<file path="src/rtl/shifter_pkg.sv">
package shifter_pkg;
  localparam int DATA_W = 32;
  localparam int FUNC_W = 6;

  localparam logic [FUNC_W-1:0] FN_LEFT_ZERO  = 6'b000000;
  localparam logic [FUNC_W-1:0] FN_RIGHT_ZERO = 6'b000010;
  localparam logic [FUNC_W-1:0] FN_RIGHT_SIGN = 6'b000011;

  typedef struct packed {
    logic enable;     // supported operation, drive the result
    logic toLeft;     // shift towards the high end
    logic signFill;   // replicate operand bit DATA_W-1 into emptied bits
  } shift_ctrl_t;
endpackage

</file>
<file path="src/rtl/shift_decode.sv">
module shift_decode
  import shifter_pkg::*;
#(
  parameter int FW = FUNC_W
) (
  input  logic [FW-1:0] funcCode,
  output shift_ctrl_t   ctrl
);
  always_comb begin
    ctrl = '0;
    unique case (funcCode)
      FN_LEFT_ZERO: begin
        ctrl.enable = 1'b1;
        ctrl.toLeft = 1'b1;
      end
      FN_RIGHT_ZERO: begin
        ctrl.enable = 1'b1;
      end
      FN_RIGHT_SIGN: begin
        ctrl.enable   = 1'b1;
        ctrl.signFill = 1'b1;
      end
      default: ctrl = '0;
    endcase
  end
endmodule

</file>
<file path="src/rtl/shift_datapath.sv">
module shift_datapath
  import shifter_pkg::*;
#(
  parameter int DW = DATA_W,
  localparam int AW = $clog2(DW)
) (
  input  logic [DW-1:0] dataIn,
  input  logic [AW-1:0] amount,
  input  shift_ctrl_t   ctrl,
  output logic [DW-1:0] dataOut
);
  function automatic logic [DW-1:0] mirror(input logic [DW-1:0] w);
    logic [DW-1:0] r;
    for (int i = 0; i < DW; i++) r[i] = w[DW-1-i];
    return r;
  endfunction

  logic              fillBit;
  logic [DW-1:0]     layer [AW+1];
  logic [DW-1:0]     rightOut;

  assign fillBit  = ctrl.signFill & dataIn[DW-1];
  assign layer[0] = ctrl.toLeft ? mirror(dataIn) : dataIn;

  for (genvar k = 0; k < AW; k++) begin : g_layer
    localparam int STEP = 1 << k;
    assign layer[k+1] = amount[k]
                      ? {{STEP{fillBit}}, layer[k][DW-1:STEP]}
                      : layer[k];
  end

  assign rightOut = layer[AW];

  always_comb begin
    if (!ctrl.enable)     dataOut = '0;
    else if (ctrl.toLeft) dataOut = mirror(rightOut);
    else                  dataOut = rightOut;
  end
endmodule

</file>
<file path="src/rtl/barrel_shifter.sv">
module barrel_shifter
  import shifter_pkg::*;
(
  input  logic [31:0] operand,
  input  logic [4:0]  shiftCount,
  input  logic [5:0]  funcCode,
  output logic [31:0] shiftResult,
  output logic        resultValid
);
  shift_ctrl_t ctrlBus;

  shift_decode #(.FW(FUNC_W)) u_decode (
    .funcCode (funcCode),
    .ctrl     (ctrlBus)
  );

  shift_datapath #(.DW(DATA_W)) u_datapath (
    .dataIn  (operand),
    .amount  (shiftCount),
    .ctrl    (ctrlBus),
    .dataOut (shiftResult)
  );

  assign resultValid = ctrlBus.enable;
endmodule

</file>
<file path="config.mk">
export PLATFORM = sky130hd
export DESIGN_NAME = barrel_shifter
export DESIGN_NICKNAME = d
export VERILOG_FILES = /design/src/rtl/shifter_pkg.sv /design/src/rtl/shift_decode.sv /design/src/rtl/shift_datapath.sv /design/src/rtl/barrel_shifter.sv
export SDC_FILE = /design/constraint.sdc
export NUM_CORES = 1
export LEC_CHECK = 0
export BUFFER_PORTS_ARGS = -buffer_cell sky130_fd_sc_hd__buf_2
export CAP_MARGIN = 25
export CORE_MARGIN = 1
export CORE_UTILIZATION = 30
export DETAILED_ROUTE_END_ITERATION = 12
export PLACE_DENSITY = 0.57
export RECOVER_POWER = 50
export REMOVE_ABC_BUFFERS = 1
export SYNTH_ARGS = -nofsm -noshare
export SYNTH_HDL_FRONTEND = slang
export SYNTH_SLANG_ARGS = --single-unit
</file>
<file path="constraint.sdc">
create_clock -name vclk -period 3.95
set_input_delay 0.79 -clock vclk [all_inputs]
set_output_delay 0.79 -clock vclk [all_outputs]
set_load 0.02 [all_outputs]
</file>
### After elaboration in Yosys (flattened, before gate mapping)

Index checks and enable logic that the tools add are counted.

| storage, ports and cells | value |
|---|---|
| bits in registers | 0 |
| bits of input ports | 43 |
| logic and storage cells | 16 |

| operators by class | value |
|---|---|
| equal/unequal tests | 2 |
| mux-type cells | 11 |
| bitwise gates (word level) | 1 |
| reduce and logical (&&, ||, !) cells | 2 |

Operators by type and width:

| kind | number |
|---|---|
| 32-bit 2-to-1 mux | 8 |
| 6-bit by 2-bit == test with 1-bit output, second input constant | 2 |
| 6-bit zero test | 1 |
| 1-bit 2-to-1 mux | 3 |
| 3-bit OR reduction | 1 |
| 1-bit AND | 1 |

### Logic depth before layout (Yosys ltp)

Gate-level depths: netlist (run 1).

| depth | value |
|---|---|
| depth in word-level cells | 10 |
| gate-level depth with buffers | 10 |
| mapped depth without buffers | 7 |

### Modules after synthesis

From an unflattened synthesis (run 1), not the netlist that was laid out.

| unflattened totals | value |
|---|---|
| cells, all modules | 435 |
| area, all modules | 3631.0 um^2 |

By module, submodules not included:

| module | instances | cells each | area each (um^2) |
|---|---|---|---|
| shift_datapath | 1 | 429 | 3589.7 |
| shift_decode | 1 | 6 | 41.3 |

### Worst setup path before layout (run 1)

No wires, ideal clock.

| path | value |
|---|---|
| kind | input-to-output |
| from | input port funcCode[5] |
| to | output port shiftResult[22] |
| arrival time | 3.278 ns |
| slack | -0.118 ns |
| stages on the path | 8 |
| cell sequence | or4_4 -> buf_6 -> nor2_8 -> mux4_2 -> mux4_2 -> a221o_1 -> nand2_1 -> o21ai_0 |

| between the ends | value |
|---|---|
| cells in the longest elaborated chain, start to end | 10 |
| elaborated cells on any way between the ends | 16 |
| those cells by class | 2 x eq/ne; 11 x mux; 1 x bitwise; 2 x reduce/logical |

RTL lines:

| element | RTL line | source |
|---|---|---|
| from (decl) | barrel_shifter.sv:6 | `input logic [5:0] funcCode,` |
| 6-bit by 2-bit == test with 1-bit output / 6-bit zero test (equally long branches) | shift_decode.sv:11 | `unique case (funcCode)` |
| 1-bit 2-to-1 mux | shift_decode.sv:11 |  |
| 1-bit AND / 32-bit 2-to-1 mux (equally long branches) | shift_datapath.sv:22, shift_datapath.sv:23 |  |
| 32-bit 2-to-1 mux (5 in a row) | shift_datapath.sv:28 | `? {{STEP{fillBit}}, layer[k][DW-1:STEP]}` |
| 32-bit 2-to-1 mux | shift_datapath.sv:36 | `else if (ctrl.toLeft) dataOut = mirror(rightOut);` |
| 32-bit 2-to-1 mux (*) | shift_datapath.sv:35 | `if (!ctrl.enable) dataOut = '0;` |
| to (decl) | barrel_shifter.sv:7 | `output logic [31:0] shiftResult,` |

Every way passes the cells marked *; elsewhere a longest branch is shown, timed or not.

### Final worst setup path (run 1)

| path | value |
|---|---|
| from | input port funcCode[2] |
| to | output port shiftResult[17] |

Same word-level chain as after synthesis.

==> flow_metrics.tcl, run 1 <==
set metrics [dict create \
    run_status "finished with violations" \
    violations "setup timing" \
    crit_required_ns 3.16 \
    clkbuf_count 0 \
    area_growth_pct 57.48 \
    fmax_mhz 232.9 \
    worst_slack_ns -0.3439 \
    netlist_area_um2 2995 \
    cellLeakagePower_nw 1.981 \
    yosysWarnings 0 \
    setup_viol 32 \
    seq_cells 0 \
    max-slew-margin-rel_pct 56.18 \
    grt_pass1_vias 4113 \
    synthXorXnorAreaFrac_pct 0 \
    antenna_found_initial 0 \
    worst_path_max_delay_cell "or4_4" \
    drc 0 \
    pin_count 76 \
    routabilityCongestion 1.028 \
    irDropWorstVdd_mv 0.05304 \
    post_synth.cell_area_avg_um2 7.015 \
    initial_core_util_pct 30.79 \
    ant_nets 0 \
    holdCritPathClass "input port to primary output" \
    synth.area.mux_share_pct 22.10 \
    dieHeight_um 101.9 \
    cp-start-kind "input port" \
    num_vias 4407 \
    min_period_ns 4.294 \
    power.density_nw_per_um2 120.7 \
    drive_gt1_share_pct 49.73 \
    final-seq-area_um2 0 \
    path_max_fanout 5 \
    tns_ns -6.864 \
    p_total_uw 569.3 \
    placed_cell_area_um2 4080 \
    period_share_pct 108.7 \
    layout_commonest_cell "buf_4" \
    min-delay-start "funcCode[0]" \
    worst-setup-path-type "input port to primary output" \
    routedWlPerCell_um 20.93 \
    synthAdderAreaFrac_pct 0 \
    worstMarginPinSlew_ns 0.6548 \
    fin_nets 606 \
    synth_compound_area_share_pct 45.07 \
    path_cells "buf_6 > or4_4 > nor2_8 > mux4_2 > mux4_2 > mux2_4 > o22ai_4 > a211oi_2 > buf_4" \
    yosys.cell_types.count 67 \
    n_antenna_cell 0 \
    rsz0062_at_grt "yes" \
    synth_cells 427 \
    crit_family "multiplexers" \
    synth_top_family_by_area "compound AO/OA/AOI/OAI gates" \
    grt-ovfl-total 0 \
    layout.cell_area.non_filler_um2 4717 \
    grt_use_total_pct 26.77 \
    timing_hold_violations_final 0 \
    vias_per_cell 6.350 \
    holdPathEnd "shiftResult[11]" \
    crit_arrival_ns 3.50 \
    grt_max_degree 25 \
    yosysSeqAreaShare_pct 0 \
    die_area_um2 10390 \
    routed_wirelength_mm 14.53 \
    synth-simple-area-share_pct 25.52 \
    holdPathStages 5 \
    mostFrequentLayoutCells "buf_4 (97), nand2_1 (57), buf_2 (48)" \
    chipWidth_um 101.9 \
    dr.pass1.iters 6 \
    end_kind "primary output" \
    dr.first_iter.drc_count 433 \
    rows 36 \
    hpwl_mm 11.08 \
    core_area_um2 9729 \
    cp_common_cell "mux4_2" \
    slew_viol_final 0 \
    io_buffers 76 \
    cp_slowest_stage_delay_ns 0.59 \
    drv_cap 0 \
    critPathBufInv 2 \
    grt_pass1_wl_mm 21.74 \
]
-- metal layers --
metal	wire, µm	vias up	global-route usage [%]
li1	-	1973	-
met1	5953	2093	35.74
met2	6640	289	44.80
met3	1280	52	2.736
met4	652	0	9.780
met5	0	-	0
-- cells in the mapped netlist (all sizes together) (10+ instances only) --
cell type | n | area share, %
a211oi | 18 | 4.8
mux4 | 21 | 16
a22oi | 17 | 4.3
nand3 | 10 | 1.8
nand2b | 16 | 3.3
a22o | 12 | 3.5
o21ai | 30 | 5.1
mux2i | 11 | 3.7
o22ai | 21 | 4.4
nand2 | 61 | 7.7
buf | 15 | 2.8
nor2 | 26 | 3.9
clkbuf | 28 | 3.5
a21oi | 15 | 2.5
-- report_power, final --
group | leakage, nW | internal, mW | switching, mW
logic | 1.98 | 0.260 | 0.310
registers | 0 | 0 | 0
clock network | 0 | 0 | 0
total | 1.98 | 0.260 | 0.310
-- repair_timing --
item | CTS | global route
setup buffers | 5 | 4
pin swaps | 35 | 24
hold buffers | 0 | 0
setup endpoints to repair | 32 | 32
resized for setup | 84 | 55
hold endpoints to repair | 0 | 0
-- worst max path at each step --
stage	endpoint	startpoint	slack, ns	cells after the start
after floorplan	shiftResult[10]	funcCode[5]	-1.41	7
after global placement	shiftResult[9]	funcCode[5]	-0.37	9
after detailed placement	shiftResult[9]	funcCode[5]	-0.42	9
after CTS	shiftResult[9]	funcCode[2]	-0.30	9
after global routing	shiftResult[27]	funcCode[2]	-0.42	9
final	shiftResult[17]	funcCode[2]	-0.34	9
-- cell families (layout without fill, tap and decap cells) --
kind of cell / count (synthesis) / count (layout)
buffers and inverters: 51 / 185
muxes: 39 / 39
and+or+nand+nor: 152 / 152
AOI/OAI and AO/OA: 185 / 185
-- layout make-up --
class	count	area (µm²)
tap	133	166.4
inverter	8	30.03
fill	980	5012
multi-input combinational	376	3174
timing repair buffer	177	1346
-- per-stage QoR --
step,hold WS [ns],worst slack [ns],util (%),std cells
2_1_floorplan,1.806,-1.414,-,384
3_3_place_gp,2.254,-0.3687,41.94,687
3_5_place_dp,2.242,-0.4165,41.94,687
4_1_cts,2.247,-0.2976,45.61,690
5_1_grt,2.272,-0.4164,48.48,694
6_report,2.266,-0.3439,48.48,694
Note: power is estimated with default switching activity, not from simulation.
==> inputs of run 2 (changes only) <==
PLACE_DENSITY = 0.55   (was 0.57)
clock period = 5.2 ns   (was 3.95 ns; I/O delays follow)
==> run 2 against run 1 <==
The run now ends clean. First-iteration DRC count grew 5.3%. Critical path depth grew 1. Sequential share of layout area is the same. Count of clock-buffer cells in the layout is the same. Power shrank 46%.
==> flow_metrics.tcl, run 2 (synthesis gave the netlist of run 1 again) <==
set metrics [dict create \
    run_status "complete, no violations" \
    power.density_nw_per_um2 87.75 \
    cp_slowest_stage_delay_ns 0.57 \
    core_area_um2 9729 \
    critPathBufInv 3 \
    drv_cap 0 \
    cellLeakagePower_nw 1.436 \
    cp-start-kind "input port" \
    io_buffers 76 \
    grt_pass1_wl_mm 20.34 \
    irDropWorstVdd_mv 0.03087 \
    fin_nets 528 \
    grt_use_total_pct 24.95 \
    ant_nets 0 \
    layout_commonest_cell "buf_2" \
    worst-setup-path-type "input port to primary output" \
    end_kind "primary output" \
    holdCritPathClass "input port to primary output" \
    final-seq-area_um2 0 \
    crit_arrival_ns 3.90 \
    routabilityCongestion 1.006 \
    clkbuf_count 0 \
    area_growth_pct 17.38 \
    holdPathStages 4 \
    ctsResizeCount 0 \
    fmax_mhz 202.6 \
    dieHeight_um 101.9 \
    grt_pass1_vias 3689 \
    max-slew-margin-rel_pct 48.40 \
    min-delay-start "funcCode[1]" \
    dr.first_iter.drc_count 456 \
    initial_core_util_pct 30.79 \
    num_vias 3942 \
    cp_common_cell "buf_2" \
    p_total_uw 308.5 \
    min_period_ns 4.936 \
    setup_viol 0 \
    mostFrequentLayoutCells "buf_2 (68), nand2_1 (61), nor2_1 (24), o21ai_0 (24)" \
    grt_max_degree 32 \
    n_antenna_cell 0 \
    cts_setup_buffers 0 \
    path_cells "buf_2 > or4_4 > buf_4 > a211oi_1 > nor2_1 > mux2_2 > mux4_2 > a211oi_2 > a22o_1 > buf_2" \
    rsz0062_at_grt "no" \
    routed_wirelength_mm 12.92 \
    hpwl_mm 10.38 \
    die_area_um2 10390 \
    cts_hold_buf 0 \
    vias_per_cell 6.399 \
    crit_required_ns 4.16 \
    pin_count 76 \
    routedWlPerCell_um 20.98 \
    holdPathEnd "shiftResult[19]" \
    grt-ovfl-total 0 \
    slew_viol_final 0 \
    crit_family "multiplexers" \
    antenna_found_initial 0 \
    drc 0 \
    path_max_fanout 26 \
    timing_hold_violations_final 0 \
    rows 36 \
    dr.pass1.iters 5 \
    seq_cells 0 \
    chipWidth_um 101.9 \
    period_share_pct 94.92 \
    drive_gt1_share_pct 28.16 \
    tns_ns 0 \
    worstMarginPinSlew_ns 0.7712 \
    worst_path_max_delay_cell "or4_4" \
]
-- run 2: changes by cell type in the layout (fill, tap and decap cells not counted), moves of 6 or more --
cell and change:
o22ai_1 +6, buf_2 +20, o21ai_0 +6, a211oi_1 +8
clkbuf_1 +8, buf_4 -76, buf_6 -27
-- run 2: worst max path at each step --
stage	startpoint	end	slack, ns	depth (start not counted)
after floorplan	funcCode[5]	shiftResult[10]	-0.66	7
after global placement	funcCode[5]	shiftResult[29]	0.34	10
after detailed placement	funcCode[5]	shiftResult[29]	0.26	10
after CTS	funcCode[5]	shiftResult[29]	0.27	10
after global routing	funcCode[5]	shiftResult[7]	0.06	10
final	funcCode[5]	shiftResult[29]	0.26	10
-- run 2: final cells by class --
type / instances / area (µm²)
multi-input cells: 376 / 2783
fillers: 1096 / 6213
repair buffers: 99 / 536.8
inverters: 8 / 30.03
well taps: 133 / 166.4
-- run 2: power breakdown --
| part | switching [mW] | internal (mW) |
|---|---|---|
| Sequential | 0 | 0 |
| Combinational | 0.189 | 0.120 |
| Clock | 0 | 0 |
-- run 2: per-layer routing --
metal / vias to the layer above / part of all wire [%] / global-route usage [%]
met2: 214 / 45 / 40.85
met4: 0 / 4.1 / 9.890
met3: 35 / 9.0 / 3.078
met1: 1870 / 42 / 33.40
met5: - / 0 / 0
li1: 1823 / - / -
-- run 2: through the flow --
step / worst slack (ns) / util [%] / instances / cell area [µm²] / hold WS, ns
finish: 0.2643 / 36.14 / 616 / 3516 / 2.676
global route: 0.06400 / 36.14 / 616 / 3516 / 2.702
CTS: 0.2706 / 36.33 / 616 / 3535 / 2.678
detailed placement: 0.2613 / 36.33 / 616 / 3535 / 2.674
global placement: 0.3351 / 36.33 / 616 / 3535 / 2.656
floorplan: -0.6643 / - / 384 / 2806 / 2.306
-- run 2: tightest hold or removal path, delay by kind of cell --
family          cells  cell delay (ns)
compound gates      1             0.17
simple gates        1             0.08
buf+inv             2             0.33
